===== config.mk =====
export PLATFORM = sky130hd
export DESIGN_NAME = flash_cmd_front
export DESIGN_NICKNAME = d
export VERILOG_FILES = /design/src/rtl/fcf_pkg.sv /design/src/rtl/fcf_stb_edge.sv /design/src/rtl/fcf_seq.sv /design/src/rtl/fcf_status.sv /design/src/rtl/fcf_read_mux.sv /design/src/rtl/flash_cmd_front.sv
export SDC_FILE = /design/constraint.sdc
export NUM_CORES = 1
export LEC_CHECK = 0
export ABC_AREA = 0
export BUFFER_PORTS_ARGS = -buffer_cell sky130_fd_sc_hd__buf_2
export CORE_MARGIN = 1
export CORE_UTILIZATION = 35
export DETAILED_ROUTE_END_ITERATION = 16
export PLACE_DENSITY = 0.68
export SYNTH_ARGS = -nofsm -noshare
export SYNTH_HDL_FRONTEND = slang
export SYNTH_SLANG_ARGS = --single-unit

===== constraint.sdc =====
create_clock -name clk -period 3.5 [get_ports clk]
set_input_delay 0.35 -clock clk [delete_from_list [all_inputs] [get_ports clk]]
set_output_delay 0.35 -clock clk [all_outputs]
set_load 0.02 [all_outputs]

===== src/rtl/fcf_pkg.sv =====
package fcf_pkg;

   localparam logic [7:0] C_READ_ARRAY  = 8'hFF;
   localparam logic [7:0] C_READ_STATUS = 8'h70;
   localparam logic [7:0] C_READ_IDENT  = 8'h90;
   localparam logic [7:0] C_READ_CFI    = 8'h98;
   localparam logic [7:0] C_CLEAR       = 8'h50;
   localparam logic [7:0] C_WORD_SETUP  = 8'h40;
   localparam logic [7:0] C_BUF_SETUP   = 8'hE8;
   localparam logic [7:0] C_FAC_SETUP   = 8'h80;
   localparam logic [7:0] C_ERASE_SETUP = 8'h20;
   localparam logic [7:0] C_CONFIRM     = 8'hD0;
   localparam logic [7:0] C_SUSPEND     = 8'hB0;

   typedef enum logic [1:0] {
      RM_ARRAY  = 2'd0,
      RM_STATUS = 2'd1,
      RM_IDENT  = 2'd2,
      RM_CFI    = 2'd3
   } rmode_e;

   typedef enum logic [1:0] {
      OP_WORD    = 2'd0,
      OP_BUFFER  = 2'd1,
      OP_ERASE   = 2'd2,
      OP_FACTORY = 2'd3
   } op_e;

   typedef enum logic [3:0] {
      S_IDLE,
      S_WP_DATA,
      S_BUF_CNT,
      S_BUF_LOAD,
      S_BUF_CONF,
      S_FAC_CONF,
      S_ERS_CONF,
      S_BUSY,
      S_SUSP,
      S_FACTORY
   } seq_e;

endpackage


===== src/rtl/fcf_stb_edge.sv =====
module fcf_stb_edge (
   input  logic clk,
   input  logic rst_n,
   input  logic stb,
   output logic ev
);
   logic stb_q;

   always_ff @(posedge clk) begin
      if (!rst_n) stb_q <= 1'b0;
      else        stb_q <= stb;
   end

   assign ev = stb & ~stb_q;
endmodule


===== src/rtl/fcf_seq.sv =====
module fcf_seq
   import fcf_pkg::*;
#(
   parameter  int ADDR_W    = 16,
   parameter  int BUF_WORDS = 512,
   localparam int CNT_W     = $clog2(BUF_WORDS)
) (
   input  logic              clk,
   input  logic              rst_n,
   input  logic              ev,
   input  logic [ADDR_W-1:0] cmd_addr,
   input  logic [15:0]       cmd_data,
   input  logic              eng_done,
   output rmode_e            rmode,
   output logic              busy,
   output logic              suspended,
   output logic              op_erase,
   output logic              start_o,
   output logic              bufwr_o,
   output logic              suspend_o,
   output logic              resume_o,
   output op_e               op_o,
   output logic [ADDR_W-1:0] addr_o,
   output logic [15:0]       data_o,
   output logic [CNT_W-1:0]  cnt_o,
   output logic              seq_err,
   output logic              clear,
   output logic              done_evt
);
   seq_e             st, st_n;
   rmode_e           mode_n;
   op_e              op_n;
   logic [CNT_W-1:0] left, left_n, cnt_n;
   logic             start_n, bufwr_n, susp_n, res_n, xfer_n;
   logic [7:0]       code;
   logic             cnt_ok;

   assign code   = cmd_data[7:0];
   assign cnt_ok = ({16'd0, cmd_data} < 32'(BUF_WORDS));

   always_comb begin
      st_n     = st;
      mode_n   = rmode;
      op_n     = op_o;
      left_n   = left;
      cnt_n    = cnt_o;
      start_n  = 1'b0;
      bufwr_n  = 1'b0;
      susp_n   = 1'b0;
      res_n    = 1'b0;
      xfer_n   = 1'b0;
      seq_err  = 1'b0;
      clear    = 1'b0;
      done_evt = 1'b0;
      unique case (st)
         S_IDLE: if (ev) begin
            unique case (code)
               C_READ_ARRAY:  mode_n = RM_ARRAY;
               C_READ_STATUS: mode_n = RM_STATUS;
               C_READ_IDENT:  mode_n = RM_IDENT;
               C_READ_CFI:    mode_n = RM_CFI;
               C_CLEAR:       clear  = 1'b1;
               C_WORD_SETUP:  begin st_n = S_WP_DATA;  mode_n = RM_STATUS; end
               C_BUF_SETUP:   begin st_n = S_BUF_CNT;  mode_n = RM_STATUS; end
               C_FAC_SETUP:   begin st_n = S_FAC_CONF; mode_n = RM_STATUS; end
               C_ERASE_SETUP: begin st_n = S_ERS_CONF; mode_n = RM_STATUS; end
               default:       seq_err = 1'b1;
            endcase
         end
         S_WP_DATA: if (ev) begin
            start_n = 1'b1;
            op_n    = OP_WORD;
            xfer_n  = 1'b1;
            st_n    = S_BUSY;
         end
         S_BUF_CNT: if (ev) begin
            if (cnt_ok) begin
               cnt_n  = cmd_data[CNT_W-1:0];
               left_n = cmd_data[CNT_W-1:0];
               st_n   = S_BUF_LOAD;
            end else begin
               seq_err = 1'b1;
               st_n    = S_IDLE;
            end
         end
         S_BUF_LOAD: if (ev) begin
            bufwr_n = 1'b1;
            xfer_n  = 1'b1;
            if (left == '0) st_n = S_BUF_CONF;
            else            left_n = left - 1'b1;
         end
         S_BUF_CONF, S_FAC_CONF, S_ERS_CONF: if (ev) begin
            if (code == C_CONFIRM) begin
               start_n = 1'b1;
               xfer_n  = 1'b1;
               if (st == S_BUF_CONF)      begin op_n = OP_BUFFER;  st_n = S_BUSY;    end
               else if (st == S_FAC_CONF) begin op_n = OP_FACTORY; st_n = S_FACTORY; end
               else                       begin op_n = OP_ERASE;   st_n = S_BUSY;    end
            end else begin
               seq_err = 1'b1;
               st_n    = S_IDLE;
            end
         end
         S_BUSY: begin
            if (eng_done) begin
               done_evt = 1'b1;
               st_n     = S_IDLE;
            end else if (ev) begin
               if (code == C_READ_STATUS) mode_n = RM_STATUS;
               else if (code == C_SUSPEND) begin
                  susp_n = 1'b1;
                  st_n   = S_SUSP;
               end
            end
         end
         S_SUSP: if (ev) begin
            unique case (code)
               C_READ_ARRAY:  mode_n = RM_ARRAY;
               C_READ_STATUS: mode_n = RM_STATUS;
               C_READ_IDENT:  mode_n = RM_IDENT;
               C_READ_CFI:    mode_n = RM_CFI;
               C_CLEAR:       clear  = 1'b1;
               C_CONFIRM:     begin res_n = 1'b1; st_n = S_BUSY; mode_n = RM_STATUS; end
               default:       ;
            endcase
         end
         S_FACTORY: begin
            if (eng_done) begin
               done_evt = 1'b1;
               st_n     = S_IDLE;
            end else if (ev) begin
               bufwr_n = 1'b1;
               xfer_n  = 1'b1;
            end
         end
         default: st_n = S_IDLE;
      endcase
   end

   always_ff @(posedge clk) begin
      if (!rst_n) begin
         st        <= S_IDLE;
         rmode     <= RM_ARRAY;
         op_o      <= OP_WORD;
         left      <= '0;
         cnt_o     <= '0;
         start_o   <= 1'b0;
         bufwr_o   <= 1'b0;
         suspend_o <= 1'b0;
         resume_o  <= 1'b0;
         addr_o    <= '0;
         data_o    <= '0;
      end else begin
         st        <= st_n;
         rmode     <= mode_n;
         op_o      <= op_n;
         left      <= left_n;
         cnt_o     <= cnt_n;
         start_o   <= start_n;
         bufwr_o   <= bufwr_n;
         suspend_o <= susp_n;
         resume_o  <= res_n;
         if (xfer_n) begin
            addr_o <= cmd_addr;
            data_o <= cmd_data;
         end
      end
   end

   assign busy      = (st == S_BUSY) || (st == S_FACTORY);
   assign suspended = (st == S_SUSP);
   assign op_erase  = (op_o == OP_ERASE);
endmodule


===== src/rtl/fcf_status.sv =====
module fcf_status (
   input  logic       clk,
   input  logic       rst_n,
   input  logic       busy,
   input  logic       suspended,
   input  logic       op_erase,
   input  logic       seq_err,
   input  logic       clear,
   input  logic       done_evt,
   input  logic       eng_fail,
   output logic [7:0] sr
);
   logic prog_err, ers_err;

   always_ff @(posedge clk) begin
      if (!rst_n) begin
         prog_err <= 1'b0;
         ers_err  <= 1'b0;
      end else if (seq_err) begin
         prog_err <= 1'b1;
         ers_err  <= 1'b1;
      end else if (done_evt && eng_fail) begin
         if (op_erase) ers_err  <= 1'b1;
         else          prog_err <= 1'b1;
      end else if (clear) begin
         prog_err <= 1'b0;
         ers_err  <= 1'b0;
      end
   end

   assign sr = {~busy, suspended & op_erase, ers_err, prog_err,
                1'b0, suspended & ~op_erase, 2'b00};
endmodule


===== src/rtl/fcf_read_mux.sv =====
module fcf_read_mux
   import fcf_pkg::*;
#(
   parameter int          ADDR_W   = 16,
   parameter logic [15:0] ID_MAKER = 16'h00A7,
   parameter logic [15:0] ID_PART  = 16'h2271
) (
   input  rmode_e            rmode,
   input  logic [ADDR_W-1:0] rd_addr,
   input  logic [7:0]        sr,
   output logic [15:0]       rd_data
);
   logic [15:0] array_word, ident_word, cfi_word;

   assign array_word = rd_addr[15:0] ^ 16'h5A5A;
   assign ident_word = rd_addr[0] ? ID_PART : ID_MAKER;

   always_comb begin
      if      (rd_addr == ADDR_W'(16'h0010)) cfi_word = 16'h0051;
      else if (rd_addr == ADDR_W'(16'h0011)) cfi_word = 16'h0052;
      else if (rd_addr == ADDR_W'(16'h0012)) cfi_word = 16'h0059;
      else                                   cfi_word = 16'h0000;
   end

   always_comb begin
      unique case (rmode)
         RM_ARRAY:  rd_data = array_word;
         RM_STATUS: rd_data = {8'h00, sr};
         RM_IDENT:  rd_data = ident_word;
         RM_CFI:    rd_data = cfi_word;
         default:   rd_data = 16'h0000;
      endcase
   end
endmodule


===== src/rtl/flash_cmd_front.sv =====
module flash_cmd_front
   import fcf_pkg::*;
#(
   parameter  int          ADDR_W    = 16,
   parameter  int          BUF_WORDS = 512,
   parameter  bit          REG_READ  = 1'b0,
   parameter  logic [15:0] ID_MAKER  = 16'h00A7,
   parameter  logic [15:0] ID_PART   = 16'h2271,
   localparam int          CNT_W     = $clog2(BUF_WORDS)
) (
   input  logic              clk,
   input  logic              rst_n,
   input  logic              wr_stb,
   input  logic [ADDR_W-1:0] wr_addr,
   input  logic [15:0]       wr_data,
   input  logic [ADDR_W-1:0] rd_addr,
   output logic [15:0]       rd_data,
   output logic              eng_start,
   output logic [1:0]        eng_op,
   output logic [ADDR_W-1:0] eng_addr,
   output logic [15:0]       eng_data,
   output logic [CNT_W-1:0]  eng_count,
   output logic              buf_wr,
   output logic              eng_suspend,
   output logic              eng_resume,
   input  logic              eng_done,
   input  logic              eng_fail
);
   if (ADDR_W < 16 || ADDR_W > 32) begin : g_chk_aw
      $error("flash_cmd_front: ADDR_W must lie in 16..32");
   end
   if (BUF_WORDS < 2 || BUF_WORDS > 65536) begin : g_chk_buf
      $error("flash_cmd_front: BUF_WORDS must lie in 2..65536");
   end

   logic        wr_ev;
   rmode_e      read_mode;
   op_e         op_w;
   logic        busy_w, susp_w, erase_w;
   logic        seq_err_w, clear_w, done_w;
   logic [7:0]  status_byte;
   logic [15:0] mux_data;

   fcf_stb_edge u_edge (
      .clk   (clk),
      .rst_n (rst_n),
      .stb   (wr_stb),
      .ev    (wr_ev)
   );

   fcf_seq #(
      .ADDR_W    (ADDR_W),
      .BUF_WORDS (BUF_WORDS)
   ) u_seq (
      .clk       (clk),
      .rst_n     (rst_n),
      .ev        (wr_ev),
      .cmd_addr  (wr_addr),
      .cmd_data  (wr_data),
      .eng_done  (eng_done),
      .rmode     (read_mode),
      .busy      (busy_w),
      .suspended (susp_w),
      .op_erase  (erase_w),
      .start_o   (eng_start),
      .bufwr_o   (buf_wr),
      .suspend_o (eng_suspend),
      .resume_o  (eng_resume),
      .op_o      (op_w),
      .addr_o    (eng_addr),
      .data_o    (eng_data),
      .cnt_o     (eng_count),
      .seq_err   (seq_err_w),
      .clear     (clear_w),
      .done_evt  (done_w)
   );

   assign eng_op = op_w;

   fcf_status u_status (
      .clk       (clk),
      .rst_n     (rst_n),
      .busy      (busy_w),
      .suspended (susp_w),
      .op_erase  (erase_w),
      .seq_err   (seq_err_w),
      .clear     (clear_w),
      .done_evt  (done_w),
      .eng_fail  (eng_fail),
      .sr        (status_byte)
   );

   fcf_read_mux #(
      .ADDR_W   (ADDR_W),
      .ID_MAKER (ID_MAKER),
      .ID_PART  (ID_PART)
   ) u_rmux (
      .rmode   (read_mode),
      .rd_addr (rd_addr),
      .sr      (status_byte),
      .rd_data (mux_data)
   );

   if (REG_READ) begin : g_rd_reg
      always_ff @(posedge clk) begin
         if (!rst_n) rd_data <= 16'h0000;
         else        rd_data <= mux_data;
      end
   end else begin : g_rd_comb
      assign rd_data = mux_data;
   end
endmodule


Yosys cells after proc, flatten, opt, wreduce, memory -nomap -nowiden
Cells that the tools add are included.
Widths: inputs -> output; s select.
{"block": "op_classes", "n_addsub": 1, "order_cmp": 1, "eq_ne": 50, "muxes": 70, "bitwise_logic": 10, "reduce_logical": 25}
{"cell": "$mux 4", "count": 16}
{"cell": "$pmux 16 s4", "count": 1}
{"cell": "$eq 8x8->1 const B", "count": 7}
{"cell": "$eq 16x5->1 const B", "count": 3}
{"cell": "$mux 9", "count": 4}
{"cell": "$mux 16", "count": 2}
{"cell": "$pmux 4 s8", "count": 1}
{"cell": "$eq 8x7->1 const B", "count": 3}
{"cell": "$mux 1", "count": 24}
{"cell": "$ne 2x2->1 const B", "count": 11}
{"cell": "$mux 2", "count": 10}
{"cell": "$pmux 9 s2", "count": 1}
{"cell": "$eq 4x3->1 const B", "count": 4}
{"cell": "$lt 16x10->1 const B", "count": 1}
{"cell": "$pmux 2 s4", "count": 2}
{"cell": "$pmux 4 s4", "count": 1}
{"cell": "$mux 14", "count": 1}
{"cell": "$reduce_and 13->1", "count": 1}
{"cell": "$ne 5x5->1 const B", "count": 2}
{"cell": "$reduce_or 5->1", "count": 2}
{"cell": "$logic_not 9->1", "count": 1}
{"cell": "$ne 3x3->1 const B", "count": 3}
{"cell": "$reduce_or 9->1", "count": 1}
{"cell": "$sub 9x1->9 const B", "count": 1}
{"cell": "other kinds (30)", "count": 54}
{"block": "totals", "register_bits": 65, "inputBits": 53}

Depth between registers and ports, before layout
Gate-level depths: netlist of run 1.
{"block": "logic_depth", "depth_word": 7, "mapped_depth": 9, "ltp_nobuf": 8}

Hierarchy
Synthesis of run 1 repeated with hierarchy kept, for this count alone.
{"block": "hier_totals", "hier_cells": 450, "hier_area_um2": 3791.1}
{"mod": "fcf_seq", "instances": 1, "cells_each": 375, "area_per_inst_um2": 3286.9, "seq_area_each_um2": 1241.2}
{"mod": "fcf_read_mux", "instances": 1, "cells_each": 53, "area_per_inst_um2": 306.5, "seq_area_each_um2": 0.0}
{"mod": "fcf_status", "instances": 1, "cells_each": 19, "area_per_inst_um2": 157.7, "seq_area_each_um2": 40.0}
{"mod": "fcf_stb_edge", "instances": 1, "cells_each": 3, "area_per_inst_um2": 40.0, "seq_area_each_um2": 20.0}

Worst setup path after synthesis of run 1
No wires, ideal clock.
{"block": "synth_timing", "path_type": "register -> output", "from": "register u_seq.st[2]", "to": "output port rd_data[7]", "arrival_time_ns": 1.727, "slack_ns": 1.423, "stages_incl_launch_ff": 9, "path_cell_list": "dfxtp_1 > clkbuf_1 > clkbuf_1 > nor2_1 > a22oi_1 > nor2b_1 > nand2_1 > o21ai_0 > o21ai_0"}
{"block": "synth_between", "elab_chain_cells": 4, "elab_cells_between_ends": 5, "cone_classes": "eq/ne (2); mux (1); bitwise (1); reduce/logical (1)"}
{"item": "from (decl)", "line": "fcf_seq.sv:30", "rtl": "seq_e st, st_n;"}
{"item": "from (signal assigned)", "line": "fcf_seq.sv:154", "rtl": "st <= st_n;"}
{"item": "$eq 4x3->1 or $eq 4x4->1 (tied branches)", "line": "fcf_seq.sv:170", "rtl": "assign busy = (st == S_BUSY) || (st == S_FACTORY);"}
{"item": "$logic_or 1x1->1 *", "line": "fcf_seq.sv:170"}
{"item": "$not 1->1 *", "line": "fcf_status.sv:31", "rtl": "assign sr = {~busy, suspended & op_erase, ers_err, prog_err,"}
{"item": "$pmux 16 s4 *", "line": "fcf_read_mux.sv:26", "rtl": "unique case (rmode)"}
{"item": "to (decl)", "line": "flash_cmd_front.sv:17", "rtl": "output logic [15:0] rd_data,"}
Mark *: on every way between the ends. The rest lies on a longest branch, timed or not.

Worst setup path after layout of run 1
{"block": "layout_timing", "from": "register u_seq.st[0]", "to": "register u_seq.addr_o[13]"}
{"block": "layout_between", "elab_chain_cells": 3, "elab_cells_between_ends": 9, "cone_classes": "eq/ne (6); mux (1); reduce/logical (2)"}
{"item": "$eq 4x3->1, or another cell as far along", "line": "fcf_seq.sv:55", "rtl": "unique case (st)"}
{"item": "$reduce_or 3->1 or $reduce_or 2->1 (tied branches)"}
{"item": "$pmux 1 s3 *", "line": "fcf_seq.sv:55"}
{"item": "to (signal assigned)", "line": "fcf_seq.sv:164", "rtl": "addr_o <= cmd_addr;"}
{"item": "to (decl)", "line": "fcf_seq.sv:23", "rtl": "output logic [ADDR_W-1:0] addr_o,"}
Marked as above.
A chain may end at the register's enable or synchronous reset.

==> reports/qor.csv, run 1 <==
metric,value,unit
pre_cts_ws,0.803,ns
post_drt_wl_per_cell,14.1,µm
cts_tree,done,
min_path_type,input port to register,
crit_fanout,32,
p_per_area,443,nW/µm²
total_power,1.92,mW
crit_chain,nand2b_1 -> or4b_1 -> o311ai_1 -> and3_2 -> buf_4 -> mux2i_1 -> nor2_1,
setup_viol,0,
antenna_found_initial,0,
hold_buffers,0,
initial_utilization,36.3,%
io_buffer_count,115,
crit_slowest_cell,dfxtp_1,
final_common_cell,buf_2,
htreeDepth,3,
dr.pass1.iters,5,
grt.total_usage,18.6,%
synth-edff-count,0,
antenna_cells,0,
peakVddDrop,260,µV
grt_max_degree,54,
critPathMaxStageDelay,0.66,ns
grt_pass1_wl,15300,µm
first_iter_violations,275,
rsz0062_at_grt,false,
dieArea,10500,µm²
syn-cell-area,3540,µm²
yosysWarnings,0,
max_slew_margin,32.6,%
max_freq,368,MHz
cp.required,3.71,ns
post_cts_buffers,0,
clk-insertion-delay-late,0.35,ns
fill_cells,980,
grt_pass1_vias,3245,
clock-root-buffer,clkbuf_8,
synth_seq_area_share,36.7,%
status,finished clean,
clkTransAtPathRegs,0.08,ns
die_h,103,µm
cts_sinks,65,
period_minus_slack,2.72,ns
ant_nets,0,
synth_ff_type,dfxtp_1,
finalSetupTns,0,ns
ctsResizeCount,0,
crit_type,register to register,
cp-start-kind,register,
vias,3540,
finClkSkew,0.0143,ns
io_pins,116,
numCtsBuffers,9,
gp_congestion,0.851,
syn_inst,436,
finalMaxSlewViolations,0,
core,9770,µm²
arrival,2.92,ns
areaGrowthSynthToFinish,22.4,%
min_period_over_period,77.6,%
endpoint_kind,register,
p_leak,1.84,nW
setup_ws,0.784,ns
synth_area_per_cell,8.13,µm²
synth_seq_cells,65,
tightest_slew,1.00,ns
core.rowCount,36,
grt_remaining_overflow,0,
drv_cap,0,
layout-drive-gt1-share,26.9,%
synth_fp_nets,491,
viasPerCell,5.27,
final_cell_mix,"buf_2, nor2_1, dfxtp_1",
drc,0,
hold_violations,0,
place_hpwl,6870,µm
synth.distinct_cells,61,
die_w,103,µm
r2r_slack,0.78,ns
num-nets-final,589,
cts_buffer_depth,2,
synthArstFlopShare,0,%
wirelength,9450,µm
per-stage QoR:
stage	util [%]	instance area, µm²	cells	hold slack [ns]
4_1_cts	44.4	4340	672	0.216
5_1_grt	44.4	4340	672	0.219
2_1_floorplan	-	3540	436	0.472
6_report	44.4	4340	672	0.228
3_3_place_gp	42.5	4150	656	0.469
3_5_place_dp	42.5	4150	656	0.479
layout make-up:
type                    instances  area, µm²  share of cell area (%)
clock buffers                  10        138                    3.17
clock inverters                 6       50.0                    1.15
inverters                       7       26.3                   0.606
multi-input cells             334       2070                    47.6
flip-flops and latches         65       1300                    30.0
well taps                     133        166                    3.84
repair buffers                117        591                    13.6
kinds of logic (layout without fill, tap and decap cells):
group / Yosys count / after routing / share of synthesized area [%]
XOR/XNOR: 2 / 2 / 0.494
multiplexers: 46 / 46 / 13.0
AO/OA/AOI/OAI: 89 / 89 / 16.2
AND/OR/NAND/NOR: 195 / 195 / 27.9
flip-flops: 65 / 65 / 36.7
adder cells (fa/ha/maj): 2 / 2 / 0.706
buffers and inverters: 37 / 140 / 5.01
flip-flops by register name, summed over array words and instances, names as in the netlist:
name               count
u_seq.rmode            2
u_seq.data_o          16
u_seq.bufwr_o          1
u_seq.cnt_o            9
u_edge.stb_q           1
u_seq.left             9
u_seq.addr_o          16
u_seq.start_o          1
u_status.prog_err      1
u_seq.suspend_o        1
u_status.ers_err       1
u_seq.st               4
u_seq.op_o             2
u_seq.resume_o         1
synth_stat cells, drive strengths merged (4+ instances only):
cell | instances | area (µm²)
nor2 | 84 | 315
or2 | 5 | 31.3
a22oi | 4 | 30.0
and2 | 9 | 56.3
buf | 9 | 72.6
nand2 | 27 | 106
o21ai | 27 | 135
nand3 | 6 | 35.0
nor2b | 5 | 31.3
nor4 | 5 | 37.5
o211ai | 5 | 42.5
clkbuf | 21 | 78.8
or4b | 4 | 40.0
dfxtp | 65 | 1300
inv | 7 | 26.3
mux2i | 46 | 460
nor3 | 15 | 80.1
o21a | 6 | 45.0
nand4 | 8 | 50.1
a21oi | 22 | 110
nand2b | 13 | 81.3
routing by layer:
layer / GRT usage (%) / wire, µm / vias to the layer above
li1: - / - / 1747
met1: 24.2 / 4390 / 1635
met2: 29.6 / 4170 / 150
met3: 5.56 / 837 / 8
met4: 5.49 / 51 / 0
met5: 0 / 0 / -
path summary, 6_finish.rpt:
path	endpoint	from	cells past startpoint
max	u_seq.addr_o[13]	u_seq.st[0]	7
min	u_seq.addr_o[0]	wr_addr[0]	3
max reg2reg	u_seq.addr_o[13]	u_seq.st[0]	7
min reg2reg	u_seq.data_o[8]	u_seq.data_o[8]	2
critical path: cells and delay by family (launching register included):
family | cells | cell delay, ns
muxes | 1 | 0.27
AOI/OAI and AO/OA | 1 | 0.14
DFF | 1 | 0.66
buffers and inverters | 1 | 0.43
and+or+nand+nor | 4 | 1.05
report_power, final:
group / leakage [nW] / internal (mW) / switching [mW]
clock network: 0.0895 / 0.283 / 0.324
registers: 0.525 / 0.767 / 0.0553
logic: 1.23 / 0.189 / 0.305
No activity file was read; power rests on OpenSTA's default activity.
==> inputs of run 2 (changes only) <==
- PLACE_DENSITY: 0.68 -> 0.7
- clock period: 3.5 -> 2.4 ns (I/O delays scaled with it)
==> run 2 against run 1 <==
Net effect: sequential share of layout area is 1.4 points lower; final area increased by 5.2%; die area is the same; clock-buffer cell count fell by 1; setup slack lost 0.63 ns; global-route usage is 0.95 points higher; utilization is 2.3 points higher; critical path depth shrank 2.
==> reports/qor.csv, run 2 (synthesis results as in run 1) <==
metric,value,unit
cts_sinks,65,
io_pins,116,
max_freq,444,MHz
endpoint_kind,output port,
clkTransAtPathRegs,0.09,ns
post_drt_wl_per_cell,14.2,µm
die_w,103,µm
min_period_over_period,93.8,%
core,9770,µm²
hold_violations,0,
crit_chain,buf_4 -> or4b_4 -> o31a_1 -> a21oi_1 -> buf_4,
finClkSkew,0.0116,ns
core.rowCount,36,
final_core_utilization,46.7,%
hold_buffers,0,
layout.cells.non_filler,689,
status,finished clean,
max_slew_margin,60.0,%
crit_family,simple AND/OR/NAND/NOR gates,
finalMaxSlewViolations,0,
place_hpwl,7420,µm
p_per_area,693,nW/µm²
rsz0062_at_grt,false,
crit_fanout,7,
initial_utilization,36.3,%
vias,3624,
post_cts_buffers,0,
io_buffer_count,115,
cp.buffers_inverters,2,
grt_remaining_overflow,0,
cp-start-kind,register,
min_path_type,input port to register,
final_cell_mix,"buf_2, nor2_1, dfxtp_1",
layout-drive-gt1-share,29.9,%
num-nets-final,606,
arrival,2.01,ns
cts_tree,done,
antenna_found_initial,0,
dr.pass1.iters,5,
dieArea,10500,µm²
grt.total_usage,19.5,%
p_leak,1.97,nW
final_common_cell,buf_2,
numCtsBuffers,9,
grt_pass1_vias,3389,
period_minus_slack,2.25,ns
cp.required,2.16,ns
drc,0,
peakVddDrop,375,µV
fill_cells,966,
clock-root-buffer,clkbuf_8,
finalSetupTns,0,ns
grt_pass1_wl,16100,µm
wirelength,9810,µm
first_iter_violations,305,
crit_type,register to output port,
die_h,103,µm
dp_cells,674,
htreeDepth,3,
viasPerCell,5.26,
cp_common_cell,buf_4,
grt_max_degree,24,
areaGrowthSynthToFinish,28.8,%
reg.largest.list,"u_seq.addr_o x16, u_seq.data_o x16",
drv_cap,0,
clk-insertion-delay-late,0.34,ns
crit_slowest_cell,or4b_4,
setup_viol,0,
antenna_cells,0,
cts_buffer_depth,2,
gp_congestion,0.957,
ant_nets,0,
tightest_slew,0.595,ns
critPathMaxStageDelay,0.60,ns
-- run 2: cell types whose count changed in the layout (fill, tap and decap cells not counted), moves of 2 or more --
| cell | change |
|---|---|
| buf_12 | +2 |
| bufinv_16 | +3 |
| dfxtp_2 | +2 |
| buf_4 | +16 |
| dfxtp_1 | -2 |
-- run 2: final cells by class --
| type | count | area, µm² | area share, % |
|---|---|---|---|
| clock inverter | 7 | 126 | 2.77 |
| inverter | 7 | 26.3 | 0.575 |
| multi-input combinational | 334 | 2070 | 45.4 |
| timing repair buffer | 134 | 746 | 16.3 |
| clock buffer | 9 | 124 | 2.71 |
| sequential | 65 | 1300 | 28.5 |
| tap | 133 | 166 | 3.64 |
-- run 2: per-layer routing --
| metal | share of wire (%) | GRT usage, % | routed length (µm) |
|---|---|---|---|
| met5 | 0 | 0 | 0 |
| met4 | 1.3 | 6.48 | 126 |
| met3 | 9.2 | 5.42 | 901 |
| met2 | 44 | 31.4 | 4350 |
| met1 | 45 | 25.2 | 4440 |
-- run 2: path summary, 6_finish.rpt --
path                                       from              end  slack (ns)  depth (start not counted)
worst max-delay path                u_seq.st[0]       rd_data[6]        0.15                          5
worst max register to register      u_seq.st[2]   u_seq.rmode[0]        0.17                          7
worst min-delay path                     wr_stb     u_edge.stb_q        0.12                          2
worst min register to register  u_seq.data_o[0]  u_seq.data_o[0]        0.50                          2
-- run 2: timing repair --
item / in CTS / in global routing
setup endpoints to repair: 1 / 2
hold endpoints to repair: 0 / 0
pin swaps: 0 / 0
gates resized for setup: 3 / 2
-- run 2: worst register-to-register path: stages, from the launching register on --
cell      delay [ns]
dfxtp_1         0.45
buf_4           0.23
or2_1           0.25
nor3_1          0.29
a21boi_2        0.25
a21oi_1         0.11
o31a_1          0.32
o221a_1         0.22
-- run 2: where the power goes --
group / internal, mW / leakage, nW / switching (mW)
clock: 0.703 / 0.122 / 0.469
combinational: 0.329 / 1.32 / 0.495
sequential: 1.12 / 0.526 / 0.0508
total: 2.15 / 1.97 / 1.01
-- run 2: per-stage QoR --
| step | power [mW] | setup WS (ns) | area [µm²] | hold WS, ns |
|---|---|---|---|---|
| finish | 3.17 | 0.149 | 4570 | 0.121 |
| global route | 3.32 | 0.0600 | 4570 | 0.127 |
| CTS | 3.17 | 0.00392 | 4570 | 0.104 |
| detailed placement | 2.00 | 0.231 | 4310 | 0.475 |
| global placement | 1.98 | 0.295 | 4310 | 0.468 |
| floorplan | 1.73 | 0.390 | 3540 | 0.362 |
